**src/rtl/sdr_burst_pkg.sv**
```systemverilog
package sdr_burst_pkg;

  // Beat ordering inside a fixed-length burst
  typedef enum logic {
    ORD_SEQ = 1'b0,
    ORD_ILV = 1'b1
  } burst_order_e;

  // Properties of the burst captured at start
  typedef struct packed {
    logic         wr;
    logic         full;
    burst_order_e ord;
  } burst_kind_t;

endpackage

```
**src/rtl/sb_burst_ctrl.sv**
```systemverilog
module sb_burst_ctrl
  import sdr_burst_pkg::*;
#(
  parameter int COL_W   = 8,
  parameter int MAX_LOG = 3,
  parameter int CODE_W  = 3
) (
  input  logic              clk,
  input  logic              rst_n,
  input  logic              start,
  input  logic [COL_W-1:0]  start_col,
  input  logic              start_wr,
  input  logic              term,
  input  logic [CODE_W-1:0] bl_code,
  input  logic              ilv_mode,
  input  logic              wr_single,
  output logic              active,
  output logic              cur_wr,
  output burst_order_e      cur_ord,
  output logic [COL_W-1:0]  base,
  output logic [COL_W-1:0]  mask,
  output logic [COL_W-1:0]  cnt,
  output logic              last
);

  logic             active_q, active_d;
  burst_kind_t      kind_q, kind_d;
  logic [COL_W-1:0] base_q, base_d;
  logic [COL_W-1:0] mask_q, mask_d;
  logic [COL_W-1:0] cnt_q, cnt_d;
  logic [COL_W-1:0] mask_dec;
  logic             full_dec, single_dec, last_int, upd;

  // Length decode: mask = length-1, all ones for full page
  always_comb begin
    single_dec = start_wr & wr_single;
    full_dec   = 1'b0;
    mask_dec   = '0;
    if (!single_dec) begin
      if (bl_code > CODE_W'(MAX_LOG)) begin
        full_dec = 1'b1;
        mask_dec = '1;
      end else begin
        mask_dec = (COL_W'(1) << bl_code) - COL_W'(1);
      end
    end
  end

  assign last_int = active_q & ~kind_q.full & (cnt_q == mask_q);
  assign upd      = start | term | active_q;

  always_comb begin
    active_d = active_q;
    kind_d   = kind_q;
    base_d   = base_q;
    mask_d   = mask_q;
    cnt_d    = cnt_q;
    if (start) begin
      active_d    = 1'b1;
      kind_d.wr   = start_wr;
      kind_d.full = full_dec;
      kind_d.ord  = (ilv_mode && !full_dec) ? ORD_ILV : ORD_SEQ;
      base_d      = start_col;
      mask_d      = mask_dec;
      cnt_d       = '0;
    end else if (term) begin
      active_d = 1'b0;
    end else if (active_q) begin
      if (last_int) active_d = 1'b0;
      else          cnt_d    = cnt_q + COL_W'(1);
    end
  end

  always_ff @(posedge clk or negedge rst_n) begin
    if (!rst_n) begin
      active_q <= 1'b0;
      kind_q   <= '0;
      base_q   <= '0;
      mask_q   <= '0;
      cnt_q    <= '0;
    end else if (upd) begin
      active_q <= active_d;
      kind_q   <= kind_d;
      base_q   <= base_d;
      mask_q   <= mask_d;
      cnt_q    <= cnt_d;
    end
  end

  assign active  = active_q;
  assign cur_wr  = kind_q.wr;
  assign cur_ord = kind_q.ord;
  assign base    = base_q;
  assign mask    = mask_q;
  assign cnt     = cnt_q;
  assign last    = last_int;

  // a final beat with no new command leaves the sequencer idle
  assert_end_after_last_R3: assert property (@(posedge clk) disable iff (!rst_n)
    (last_int && !start && !term) |=> !active_q);

  // full-page bursts keep running until stopped
  assert_full_page_runs_R6: assert property (@(posedge clk) disable iff (!rst_n)
    (active_q && kind_q.full && !start && !term) |=> (active_q && !last_int));

endmodule

```
**src/rtl/sb_col_gen.sv**
```systemverilog
module sb_col_gen
  import sdr_burst_pkg::*;
#(
  parameter int COL_W = 8
) (
  input  logic [COL_W-1:0] base,
  input  logic [COL_W-1:0] mask,
  input  logic [COL_W-1:0] cnt,
  input  burst_order_e     ord,
  output logic [COL_W-1:0] col
);

  logic [COL_W-1:0] sum, seq_col, ilv_col;

  // Sequential: wrap inside the aligned block selected by mask.
  // Full page uses an all-ones mask, giving a plain modulo increment.
  always_comb begin
    sum     = base + cnt;
    seq_col = (base & ~mask) | (sum & mask);
    ilv_col = base ^ cnt;
    col     = (ord == ORD_ILV) ? ilv_col : seq_col;
  end

endmodule

```
**src/rtl/sb_byte_en.sv**
```systemverilog
module sb_byte_en #(
  parameter int LANES  = 2,
  parameter int RD_LAT = 2
) (
  input  logic             clk,
  input  logic             rst_n,
  input  logic             valid,
  input  logic             wr,
  input  logic [LANES-1:0] dqm,
  output logic [LANES-1:0] en
);

  for (genvar g = 0; g < LANES; g++) begin : g_lane
    logic [RD_LAT-1:0] pipe_q;
    if (RD_LAT == 1) begin : g_one
      always_ff @(posedge clk or negedge rst_n) begin
        if (!rst_n) pipe_q <= '0;
        else        pipe_q <= dqm[g];
      end
    end else begin : g_multi
      always_ff @(posedge clk or negedge rst_n) begin
        if (!rst_n) pipe_q <= '0;
        else        pipe_q <= {pipe_q[RD_LAT-2:0], dqm[g]};
      end
    end
    // Write mask acts now; read mask acts RD_LAT cycles later
    assign en[g] = valid & ~(wr ? dqm[g] : pipe_q[RD_LAT-1]);
  end

endmodule

```
**src/rtl/sdr_burst_seq.sv**
```systemverilog
module sdr_burst_seq
  import sdr_burst_pkg::*;
#(
  parameter int COL_W       = 8,
  parameter int MAX_LOG     = 3,
  parameter int CODE_W      = 3,
  parameter int LANES       = 2,
  parameter int RD_MASK_LAT = 2
) (
  input  logic              clk,
  input  logic              rst_n,
  input  logic              start,
  input  logic [COL_W-1:0]  start_col,
  input  logic              start_wr,
  input  logic              term,
  input  logic [LANES-1:0]  dqm,
  input  logic [CODE_W-1:0] bl_code,
  input  logic              ilv_mode,
  input  logic              wr_single,
  output logic [COL_W-1:0]  col,
  output logic              beat_valid,
  output logic              last_beat,
  output logic [LANES-1:0]  byte_en
);

  logic             active, cur_wr, last;
  burst_order_e     cur_ord;
  logic [COL_W-1:0] base, mask, cnt;

  sb_burst_ctrl #(.COL_W(COL_W), .MAX_LOG(MAX_LOG), .CODE_W(CODE_W)) u_ctrl (
    .clk(clk), .rst_n(rst_n), .start(start), .start_col(start_col),
    .start_wr(start_wr), .term(term), .bl_code(bl_code),
    .ilv_mode(ilv_mode), .wr_single(wr_single), .active(active),
    .cur_wr(cur_wr), .cur_ord(cur_ord), .base(base), .mask(mask),
    .cnt(cnt), .last(last)
  );

  sb_col_gen #(.COL_W(COL_W)) u_col (
    .base(base), .mask(mask), .cnt(cnt), .ord(cur_ord), .col(col)
  );

  sb_byte_en #(.LANES(LANES), .RD_LAT(RD_MASK_LAT)) u_ben (
    .clk(clk), .rst_n(rst_n), .valid(active), .wr(cur_wr),
    .dqm(dqm), .en(byte_en)
  );

  assign beat_valid = active;
  assign last_beat  = last;

  // first beat follows the start with the captured column
  assert_first_col_R2: assert property (@(posedge clk) disable iff (!rst_n)
    start |=> (beat_valid && col == $past(start_col)));

  // terminate without start silences the next cycle
  assert_term_stops_R8: assert property (@(posedge clk) disable iff (!rst_n)
    (term && !start) |=> !beat_valid);

  // single-beat write is its own last beat
  assert_single_write_R11: assert property (@(posedge clk) disable iff (!rst_n)
    (start && start_wr && wr_single) |=> (beat_valid && last_beat));

endmodule

```
**config.mk**
```make
export PLATFORM = sky130hd
export DESIGN_NAME = sdr_burst_seq
export DESIGN_NICKNAME = d
export VERILOG_FILES = /design/src/rtl/sdr_burst_pkg.sv /design/src/rtl/sb_burst_ctrl.sv /design/src/rtl/sb_col_gen.sv /design/src/rtl/sb_byte_en.sv /design/src/rtl/sdr_burst_seq.sv
export SDC_FILE = /design/constraint.sdc
export NUM_CORES = 1
export LEC_CHECK = 0
export BUFFER_PORTS_ARGS = -buffer_cell sky130_fd_sc_hd__buf_2
export CAP_MARGIN = 5
export CELL_PAD_IN_SITES_DETAIL_PLACEMENT = 0
export CELL_PAD_IN_SITES_GLOBAL_PLACEMENT = 1
export CORE_MARGIN = 2
export CORE_UTILIZATION = 30
export DETAILED_ROUTE_END_ITERATION = 8
export GPL_TIMING_DRIVEN = 0
export HOLD_SLACK_MARGIN = 0.06
export PLACE_DENSITY = 0.73
export SLEW_MARGIN = 20
export SYNTH_ARGS = -nofsm -noshare
export SYNTH_HDL_FRONTEND = slang
export SYNTH_SLANG_ARGS = --single-unit
```
**constraint.sdc**
```tcl
create_clock -name clk -period 1.93 [get_ports clk]
set_input_delay 0.2895 -clock clk [delete_from_list [all_inputs] [get_ports clk]]
set_output_delay 0.2895 -clock clk [all_outputs]
set_load 0.01 [all_outputs]
```
Yosys cells after proc, flatten, opt, wreduce, memory -nomap -nowiden
Index checks and enable logic that the tools add are counted.
{"block": "totals", "regBits": 32, "inputBits": 20, "output_inout_bits": 12, "elab_cells": 53}
{"block": "classes", "n_addsub": 3, "magnitude_cmp": 1, "eq_ne": 3, "n_shift": 1, "n_mux": 16, "bitwise": 15, "reduce_logical": 5}
{"cell": "$mux 8", "n": 7}
{"cell": "$and 8x8->8", "n": 2}
{"cell": "$mux 1", "n": 9}
{"cell": "$add 8x1->8 const B", "n": 1}
{"cell": "$add 8x8->8", "n": 1}
{"cell": "$eq 8x8->1", "n": 1}
{"cell": "$not 8->8", "n": 1}
{"cell": "$or 8x8->8", "n": 1}
{"cell": "$shl 1x3->8 const A", "n": 1}
{"cell": "$sub 8x2->8 const B", "n": 1}
{"cell": "$xor 8x8->8", "n": 1}
{"cell": "$and 1x1->1", "n": 5}
{"cell": "$ne 2x2->1 const B", "n": 2}
{"cell": "$reduce_and 4->1", "n": 1}
{"cell": "$gt 3x2->1 const B", "n": 1}
{"cell": "$not 1->1", "n": 3}
{"cell": "$or 1x1->1", "n": 2}
{"cell": "$reduce_and 2->1", "n": 1}
{"cell": "$reduce_bool 2->1", "n": 1}
{"cell": "$logic_and 1x1->1", "n": 1}
{"cell": "$logic_not 1->1", "n": 1}

Longest topological paths before layout
{"block": "logic_depth", "depth_word": 7, "depth_mapped": 9, "depth_no_buf": 9}

Cells and area by module
Synthesis repeated with hierarchy kept, for this count alone.
{"block": "unflattened", "hier_cells": 200, "area_unflattened_um2": 1934.4}
{"module": "sb_burst_ctrl", "instances": 1, "cells_per_inst": 113, "area_each_um2": 1258.7, "seq_area_each_um2": 700.7}
{"module": "sb_col_gen", "instances": 1, "cells_per_inst": 79, "area_each_um2": 543.0, "seq_area_each_um2": 0.0}
{"module": "sb_byte_en", "instances": 1, "cells_per_inst": 8, "area_each_um2": 132.6, "seq_area_each_um2": 100.1}

Least setup slack after synthesis
Ideal clock, no wire load.
{"block": "synth_path", "path_kind": "register to output", "startpoint": "register u_ctrl.cnt_q[3] (netlist: u_ctrl.cnt[3])", "endpoint": "output col[7]", "arrival_ns": 1.864, "required_time_ns": 1.640, "path_slack_ns": -0.224, "path_stages_with_launch": 7, "path_buffers": 0, "cell_sequence": "dfrtp_1 -> ha_1 -> a21o_1 -> a21oi_1 -> a21oi_1 -> o311ai_0 -> xor2_1"}
{"block": "synth_between", "elab_chain_cells": 4}
{"item": "start, declared", "line_no": "sb_burst_ctrl.sv:30", "rtl": "logic [COL_W-1:0] cnt_q, cnt_d;"}
{"item": "start signal, assigned", "line_no": "sb_burst_ctrl.sv:86", "rtl": "cnt_q <= cnt_d;"}
{"item": "$add 8x8->8", "line_no": "sb_col_gen.sv:18", "rtl": "sum = base + cnt;"}
{"item": "$and 8x8->8", "line_no": "sb_col_gen.sv:19", "rtl": "seq_col = (base & ~mask) | (sum & mask);"}
{"item": "$or 8x8->8", "line_no": "sb_col_gen.sv:19"}
{"item": "$mux 8", "line_no": "sb_col_gen.sv:21", "rtl": "col = (ord == ORD_ILV) ? ilv_col : seq_col;"}
{"item": "end, declared", "line_no": "sdr_burst_seq.sv:20", "rtl": "output logic [COL_W-1:0] col,"}
No other way between the ends.

Final worst setup path
{"block": "layout_path", "startpoint": "register u_ctrl.base_q[0] (netlist: u_ctrl.base[0])", "endpoint": "output col[4]"}
{"block": "layout_between", "elab_chain_cells": 4}
{"item": "start, declared", "line_no": "sb_burst_ctrl.sv:28", "rtl": "logic [COL_W-1:0] base_q, base_d;"}
{"item": "start signal, assigned", "line_no": "sb_burst_ctrl.sv:84", "rtl": "base_q <= base_d;"}
{"item": "$add 8x8->8", "line_no": "sb_col_gen.sv:18"}
{"item": "$and 8x8->8", "line_no": "sb_col_gen.sv:19"}
{"item": "$or 8x8->8", "line_no": "sb_col_gen.sv:19"}
{"item": "$mux 8", "line_no": "sb_col_gen.sv:21"}
No other way between the ends.

==> out/results.txt <==
sequential share of power: 0.455
xor and xnor area share after synthesis: 0.0782
Syn Nets: 208
Leakage: 1.09 nW
pin count of the biggest net entering global routing: 33
CTS max path bufs: 2
CTS root buf: clkbuf_8
Internal Power: 1.19 mW
vias: 1460
Compound-Gate Fraction of Synth Area: 0.165
Synth Cell Area: 0.00179 sq mm
clk_lat worst skew: 0.29 ns
Area Growth Syn to Fin: 31.4%
clock power share: 0.321
Worst Hold Margin: 0.0645 ns
ant diodes: 0
Finished Layout Cells: 306
WP data required: 1.64 ns
EDFF count, synth: 0
Chip Height: 81.3 microns
Simple-Gate Fraction of Synth Area: 0.135
setup ws final: -0.435 ns
Die Width: 81.3 microns
Yosys cell types: 37
TritonCTS clock tree: done
Worst R2R Setup Slack: 0.10 ns
Routed WL: 4260 microns
clock-pin slew on the worst setup and hold paths: 0.07 ns
Final setup viols: 7
synth top area cells: dfrtp_1 45%, xor2_1 7.3%, mux2_2 5.7%, ha_1 5.6%, o21ai_0 3.9%
# hold bufs at CTS: 0
CP arrival: 2.08 ns
post-route minimum period: 2.36 ns
vias per std cell: 4.77
DP HPWL: 2930 microns
failing checks: negative setup slack
PortBufs: 31
Die Area: 0.00661 sq mm
Async SR Flop Fraction: 1.00
Slew Limit Fails: 0
Worst Setup Start Kind: flop
DR pass1 iterations: 4
Combinational Power Share: 0.224
initial DRC count: 72
first-pass GRT wire length: 6820 microns
initial antenna violation count: 0
Num CTS Buffers: 5
Worst Max-Slew Pin Slew: 0.742 ns
status: finished with violations
clk_skew: 0.00486 ns
#FFs+latches synth: 32
# rows: 28
post-route design area: 0.00235 sq mm
Max H-tree Level: 2
Hold Violations, Final: 0
total track usage: 0.140
Synthesis Warnings: 0
cell taking the most area after synthesis: dfrtp_1
r2r startpoint: u_ctrl.cnt[6]$_DFFE_PN0P_
predominant post-synthesis flop cell: dfrtp_1
mux cell area share after synthesis: 0.0622
max frequency: 423 MHz
WL/cell: 13.9 microns
global route overflow: 0
Adder-Cell Fraction of Synth Area: 0.0670
Setup crit end kind: output pin
total power: 1.69 mW
Power Density: 719 mW/mm^2
post-synthesis sequential area ratio: 0.447
P_sw: 497 uW
placed cell areas: 0.00206 sq mm
combinational family with the most area after synthesis: compound AO/OA/AOI/OAI gates
CTS sink count: 32
share of cells above drive strength 1: 0.385
Routed Antenna Nets: 0
Crit Path Class: flop to output pin
worst setup path startpoint: u_ctrl.base[0]$_DFFE_PN0P_
Net Sw Frac: 0.294
Avg Cell Area, Syn: 10.0 sq um
crit-path max FO: 2
fin crit share: 1.23
unrepaired setup endpoints after global routing: true
Yosys top cell area share: 0.447
Placed Cells: 285
Placeable Area: 0.00585 sq mm
relative slew slack: 0.505
Hold Path Class: input pin to asynchronous set/reset pin
Post-Syn Instances: 179
Top Ports: 32
vias in the first global route: 1374
gpl congestion: 0.735
peak supply drop: 0.352 mV
DRC: 0
Final #Nets: 259
max-capacitance violation count: 0
initial core utilization: 0.306
[cells in the final DEF (no fill, tap or decap), types with 4 or more instances in the layout]
| master | instances |
|---|---|
| xor2_1 | 14 |
| dfrtp_2 | 4 |
| clkbuf_1 | 4 |
| dfrtp_1 | 28 |
| a21oi_1 | 9 |
| a211oi_1 | 4 |
| inv_1 | 14 |
| buf_2 | 31 |
| clkbuf_8 | 6 |
| o21ai_0 | 9 |
| nor2_1 | 12 |
| nand4_1 | 5 |
| mux2_2 | 9 |
| nand2_1 | 12 |
| ha_4 | 4 |
| buf_4 | 14 |
[sequential cells by signal, summed over array words and instances, names as in the netlist]
| signal | count |
|---|---|
| u_ctrl.cur_wr | 1 |
| u_ctrl.cur_ord | 1 |
| u_ctrl.cnt | 8 |
| u_ctrl.mask | 8 |
| u_ctrl.active | 1 |
| u_ben.g_lane.pipe_q | 4 |
| u_ctrl.base | 8 |
| u_ctrl.kind_q | 1 |
[kinds of logic (layout without fill, tap and decap cells)]
group	Yosys count	after routing
simple gates	47	47
buf+inv	20	72
fa+ha+maj	9	9
xor+xnor	16	16
compound gates	45	45
mux	10	10
flops	32	32
[cell usage after synthesis (4+ instances only)]
library cell / n
a21oi_1: 11
inv_1: 15
dfrtp_1: 32
nor2_1: 13
ha_1: 8
nand2_1: 12
nand4_1: 5
mux2_2: 9
o21ai_0: 14
a211oi_1: 4
xor2_1: 15
[cell type report]
class	instances	area, sq um
timing repair buffer	44	256
clock buffer	8	90.1
inverter	15	56.3
tap	75	93.8
multi-input combinational	127	1020
fill	573	3500
buffer	5	27.5
sequential	32	806
[critical path, stage by stage (launching register included)]
cell	delay [ns]
dfrtp_1	0.39
ha_4	0.15
inv_2	0.04
fa_2	0.41
nor2b_4	0.14
o21ai_2	0.07
a21boi_2	0.17
a21oi_1	0.08
o22a_1	0.20
buf_2	0.13
[path summary, 6_finish.rpt]
| kind | endpoint | cells after the start |
|---|---|---|
| worst min register to register | u_ben.g_lane[0].pipe_q[1]$_DFF_PN0_ | 0 |
| worst max register to register | u_ctrl.cnt[0]$_DFFE_PN0P_ | 8 |
| worst min-delay path | u_ctrl.base[6]$_DFFE_PN0P_ | 1 |
| worst max-delay path | col[4] | 9 |
| max in group asynchronous | u_ctrl.cnt[4]$_DFFE_PN0P_ | 1 |
| min in group clk | u_ben.g_lane[1].pipe_q[0]$_DFF_PN0_ | 1 |
[stage by stage]
step	setup TNS (ns)	worst slack, ns	utilization
after CTS	-2.03	-0.439	0.384
after floorplan	-0.0478	-0.0448	-
after detailed placement	-0.887	-0.332	0.352
after global routing	-2.93	-0.539	0.402
final	-2.17	-0.435	0.402
after global placement	-0.822	-0.317	0.352
[per-layer routing]
metal | track usage | wire, microns | up-vias
met5 | 0 | 0 | -
li1 | - | - | 729
met1 | 0.182 | 2060 | 681
met2 | 0.221 | 1920 | 43
met4 | 0.0559 | 74 | 0
met3 | 0.0367 | 204 | 7
[power groups by stage]
stage / Sequential, mW / Combinational (mW) / Clock, mW
after floorplan: 0.768 / 0.219 / 0
after detailed placement: 0.781 / 0.332 / 0
after global routing: 0.775 / 0.429 / 0.586
after global placement: 0.779 / 0.328 / 0
after CTS: 0.766 / 0.362 / 0.559
final: 0.769 / 0.380 / 0.543
[what timing repair did]
item                       CTS  global route
pin swaps                   14             9
setup buffers                7             6
resized for setup           15            10
setup endpoints to repair    8            14
No activity file was read; power rests on OpenSTA's default activity.
